**src/rtl/cb_pkg.sv**
```systemverilog
package cb_pkg;

    typedef enum logic [1:0] {
        CB_ARMED   = 2'd0,
        CB_TIMING  = 2'd1,
        CB_TRIPPED = 2'd2
    } cb_state_e;

    localparam logic [1:0] QT_OFF = 2'b00;

    // microseconds to clock cycles
    function automatic longint unsigned us_to_cycles(longint unsigned clk_hz,
                                                     longint unsigned us);
        return (clk_hz * us) / 64'd1_000_000;
    endfunction

    function automatic longint unsigned max4(longint unsigned a, longint unsigned b,
                                             longint unsigned c, longint unsigned d);
        longint unsigned m;
        m = a;
        if (b > m) m = b;
        if (c > m) m = c;
        if (d > m) m = d;
        return m;
    endfunction

endpackage

```
**src/rtl/cb_delay_lut.sv**
```systemverilog
module cb_delay_lut
    import cb_pkg::*;
#(
    parameter longint unsigned CLK_HZ = 50_000_000,
    parameter longint unsigned DLY0_US = 5,
    parameter longint unsigned DLY1_US = 50,
    parameter longint unsigned DLY2_US = 150,
    parameter longint unsigned DLY3_US = 400,
    parameter int unsigned CW = 15
) (
    input  logic [1:0]    sel_i,
    output logic [CW-1:0] limit_o
);

    logic [CW-1:0] tbl [4];

    for (genvar i = 0; i < 4; i++) begin : g_tbl
        localparam longint unsigned T_US = (i == 0) ? DLY0_US :
                                           (i == 1) ? DLY1_US :
                                           (i == 2) ? DLY2_US : DLY3_US;
        localparam longint unsigned CYC = us_to_cycles(CLK_HZ, T_US);
        assign tbl[i] = CW'(CYC);
    end

    assign limit_o = tbl[sel_i];

endmodule

```
**src/rtl/cb_qt_enable.sv**
```systemverilog
module cb_qt_enable
    import cb_pkg::*;
(
    input  logic [1:0] qt_sel_i,
    input  logic       fast_flag_i,
    output logic       fast_trip_o
);

    assign fast_trip_o = fast_flag_i && (qt_sel_i != QT_OFF);

endmodule

```
**src/rtl/cb_breaker_timer.sv**
```systemverilog
module cb_breaker_timer
    import cb_pkg::*;
#(
    parameter longint unsigned CLK_HZ = 50_000_000,
    parameter longint unsigned DLY0_US = 5,
    parameter longint unsigned DLY1_US = 50,
    parameter longint unsigned DLY2_US = 150,
    parameter longint unsigned DLY3_US = 400
) (
    input  logic       clk_i,
    input  logic       rst_ni,
    input  logic       slow_flag_i,
    input  logic       fast_flag_i,
    input  logic [1:0] dly_sel_i,
    input  logic [1:0] qt_sel_i,
    output logic       gate_en_o,
    output logic       trip_o
);

    localparam longint unsigned MAX_CYC =
        us_to_cycles(CLK_HZ, max4(DLY0_US, DLY1_US, DLY2_US, DLY3_US));
    localparam int unsigned CW = $clog2(MAX_CYC + 1);

    cb_state_e     state_q, state_d;
    logic [CW-1:0] cnt_q, cnt_d;
    logic [CW-1:0] dly_limit;
    logic          fast_trip;
    logic          slow_done;

    cb_delay_lut #(
        .CLK_HZ (CLK_HZ),
        .DLY0_US(DLY0_US),
        .DLY1_US(DLY1_US),
        .DLY2_US(DLY2_US),
        .DLY3_US(DLY3_US),
        .CW     (CW)
    ) u_lut (
        .sel_i  (dly_sel_i),
        .limit_o(dly_limit)
    );

    cb_qt_enable u_qt (
        .qt_sel_i   (qt_sel_i),
        .fast_flag_i(fast_flag_i),
        .fast_trip_o(fast_trip)
    );

    // this sample completes the run when count+1 reaches the limit
    assign slow_done = ({1'b0, cnt_q} + 1'b1) >= {1'b0, dly_limit};

    always_ff @(posedge clk_i or negedge rst_ni) begin
        if (!rst_ni) begin
            state_q <= CB_ARMED;
            cnt_q   <= '0;
        end else begin
            state_q <= state_d;
            cnt_q   <= cnt_d;
        end
    end

    always_comb begin
        state_d = state_q;
        cnt_d   = cnt_q;
        unique case (state_q)
            CB_ARMED, CB_TIMING: begin
                if (fast_trip) begin
                    state_d = CB_TRIPPED;
                    cnt_d   = '0;
                end else if (slow_flag_i) begin
                    if (slow_done) begin
                        state_d = CB_TRIPPED;
                        cnt_d   = '0;
                    end else begin
                        state_d = CB_TIMING;
                        cnt_d   = cnt_q + 1'b1;
                    end
                end else begin
                    state_d = CB_ARMED;
                    cnt_d   = '0;
                end
            end
            CB_TRIPPED: begin
                state_d = CB_TRIPPED;
                cnt_d   = '0;
            end
            default: begin
                state_d = CB_TRIPPED;
                cnt_d   = '0;
            end
        endcase
    end

    always_comb begin
        gate_en_o = (state_q != CB_TRIPPED);
        trip_o    = (state_q == CB_TRIPPED);
    end

endmodule

```
**config.mk**
```make
export PLATFORM = sky130hd
export DESIGN_NAME = cb_breaker_timer
export DESIGN_NICKNAME = d
export VERILOG_FILES = /design/src/rtl/cb_pkg.sv /design/src/rtl/cb_delay_lut.sv /design/src/rtl/cb_qt_enable.sv /design/src/rtl/cb_breaker_timer.sv
export SDC_FILE = /design/constraint.sdc
export NUM_CORES = 1
export LEC_CHECK = 0
export BUFFER_PORTS_ARGS = -buffer_cell sky130_fd_sc_hd__buf_2
export CORE_AREA = 2 2 51 53
export DETAILED_ROUTE_END_ITERATION = 6
export DIE_AREA = 0 0 53 55
export GPL_ROUTABILITY_DRIVEN = 0
export GPL_TIMING_DRIVEN = 0
export PLACE_DENSITY = 0.73
export SYNTH_ARGS = -nofsm -noshare
export SYNTH_HDL_FRONTEND = slang
export SYNTH_SLANG_ARGS = --single-unit
```
**constraint.sdc**
```tcl
create_clock -name clk_i -period 7.05 [get_ports clk_i]
set_clock_uncertainty 0.05 [all_clocks]
set_input_delay 1.41 -clock clk_i [delete_from_list [all_inputs] [get_ports clk_i]]
set_output_delay 1.41 -clock clk_i [all_outputs]
set_load 0.005 [all_outputs]
```
==> metrics.txt <==
Worst EP arrival=3790 ps; pre-CTS WS=3107 ps; worst hold slack=472.1 ps; root buffer cell=clkbuf_4; DR WL/cell=13.70 microns; RR Endpoint=cnt_q[7]; initial antenna violation count=0; antenna cells=0; Layout fillers=226; max_cap viols=0; Yosys reg bits=17; Clock transition at path regs=100 ps; Hold Vio Cnt, Final=0; die area=0.002915 sq mm; remaining routing DRC violations=0; Switching Fraction=0.2366; fmax=0.2771 GHz; Pins Over Slew Limit=0; Die Height=55 microns; max_slew headroom=0.5335; Syn Area/Cell=10.12 sq um; Pleak=0.6485 nW; Flop pwr share=0.593; Post-Synthesis Cell Area=0.001265 sq mm; H-tree depth=1; RSZ-0062 raised after global routing=false; endpoint class of the critical path=register; Area after DPL=0.001348 sq mm; total clock sinks=17; Post-synth ARST share=1.000; grt ovf=0; Post-synth EDFFs=0; fin area=0.001374 sq mm; largest net degree at the start of global routing=18; CORE AREA=0.002365 sq mm; Port Buffer Count=9; CTS resizes=0; worst min-delay path startpoint=state_q[1]; status=complete, no violations; post-synth net total=150; period utilisation layout=0.5119; HP Class=register to register; Fin Setup TNS=0 ps; drt initial violations=14; switching power=38.85 uW; maximum vdd drop=0.1586 mV; crit path kind=input port to register; Starting Density=0.5349; P&R area growth vs syn=8.606%; Post-Syn Instances=125; Worst R2R Start=cnt_q[0]; crit start category=input port; Max clock buf depth=2; worst hold path depth=1; setup slack after layout=3441 ps; total CTS buffers=3; worst-path maximum fanout=10; number of post-CTS setup repair buffers=0; router iterations before antenna repair=4; PwrDens=119.5 mW/mm^2; nets=164; R2R cell count=11; Clock Latency Late Sink=300 ps; post-route ant nets=0; final setup vio count=0; clock power share=0.321; Comb power frac=0.086; vias per std cell=5.399; CP Data Required Time=7230 ps; Yosys warnings=0; num ports=10; CTS tree=built; overall routing resource usage=0.1941; worst-margin pin slew=690.8 ps; cell row count=18; minimum clock period=3609 ps; first-pass GRT wire length=4043 microns; post-synth cell types=38; Detail Placement HPWL=1916 microns; predominant post-synthesis flop cell=dfrtp_1; reg2reg setup slack=3770 ps; die width=53 microns; share of post-route cells with drive strength above 1=0.2174; Hold Path End=state_q[1]; Pint=125.3 uW; Post-CTS Hold Buffers=0; sequential area share after synthesis=0.3363; highest-count cells in the layout ignoring fill and taps=17 x ha_1, 17 x dfrtp_1, 10 x inv_1, 9 x buf_2, 8 x nand3_1; WL final=2302 microns; number of global-route vias before repair=901; via count=907
## cells in the mapped netlist, drive strengths merged, types with 2 or more instances
| cell | number | share of area |
|---|---|---|
| nor2b | 14 | 0.083 |
| inv | 11 | 0.033 |
| xnor2 | 7 | 0.048 |
| nand4 | 5 | 0.030 |
| a21oi | 5 | 0.026 |
| or2 | 2 | 0.0099 |
| ha | 17 | 0.17 |
| nand2 | 4 | 0.012 |
| nor2 | 8 | 0.028 |
| nand3 | 8 | 0.032 |
| dfrtp | 17 | 0.34 |
| o211ai | 2 | 0.023 |
| xor2 | 6 | 0.042 |
## cells by family (layout without fill, tap and decap cells)
| family | Yosys count | after routing | synth area share |
|---|---|---|---|
| AND/OR/NAND/NOR | 49 | 49 | 0.2483 |
| adder cells (fa/ha/maj) | 17 | 17 | 0.1681 |
| flip-flops | 17 | 17 | 0.3363 |
| AO/OA/AOI/OAI | 16 | 16 | 0.1039 |
| XOR/XNOR | 13 | 13 | 0.09001 |
| buffers and inverters | 12 | 25 | 0.04451 |
| multiplexers | 1 | 1 | 0.008901 |
## stage by stage
step | total power, mW | std cells | utilization
floorplan | 0.1075 | 125 | -
global placement | 0.1130 | 164 | 0.5698
detailed placement | 0.1138 | 164 | 0.5698
CTS | 0.1657 | 168 | 0.5810
global route | 0.1704 | 168 | 0.5810
finish | 0.1642 | 168 | 0.5810
## worst max-delay path: stages
cell,delay (ps)
buf_2,110
inv_1,70
ha_1,290
inv_1,60
ha_1,300
nor2b_1,130
o21ai_0,140
a211oi_1,110
o41ai_1,650
o211ai_4,200
buf_8,210
nor2b_2,110
## routing by layer
| metal | part of all wire | wire length [microns] | up-vias | track usage |
|---|---|---|---|---|
| li1 | - | - | 463 | - |
| met1 | 0.44 | 1009 | 431 | 0.2280 |
| met2 | 0.52 | 1202 | 11 | 0.3604 |
| met3 | 0.036 | 83 | 2 | 0.05645 |
| met4 | 0.0035 | 8 | 0 | 0.02564 |
| met5 | 0 | 0 | - | 0 |
## power groups by stage
stage / combinational [mW] / sequential [mW] / clock (mW)
after floorplan: 0.00814 / 0.0994 / 0
after global placement: 0.0137 / 0.0994 / 0
after CTS: 0.0145 / 0.0974 / 0.0538
after detailed placement: 0.0145 / 0.0994 / 0
after global routing: 0.0166 / 0.0974 / 0.0564
final: 0.0141 / 0.0974 / 0.0526
## area by class of cell
cell class / count / area, sq um / area share
inverter: 11 / 41.29 / 0.03005
timing repair buffer: 9 / 45.04 / 0.03279
sequential: 17 / 425.4 / 0.3097
multi-input combinational: 96 / 783.3 / 0.5701
clock buffer: 4 / 26.28 / 0.01913
tap: 30 / 37.54 / 0.02732
buffer: 1 / 15.01 / 0.01093
## worst max-delay path by stage
stage / from / endpoint / slack [ps] / depth (start not counted)
3_5_place_dp: dly_sel_i[1] / state_q[1] / 3110 / 11
5_1_grt: dly_sel_i[1] / state_q[1] / 3230 / 11
4_1_cts: dly_sel_i[1] / state_q[1] / 3420 / 11
6_report: dly_sel_i[1] / cnt_q[7] / 3440 / 12
2_1_floorplan: dly_sel_i[0] / state_q[1] / 3490 / 10
3_3_place_gp: dly_sel_i[1] / state_q[1] / 3130 / 11
## registers in the layout, indices dropped and copies added (netlist names)
name,count
state_q,2
cnt_q,15
No activity file was read; power rests on OpenSTA's default activity.
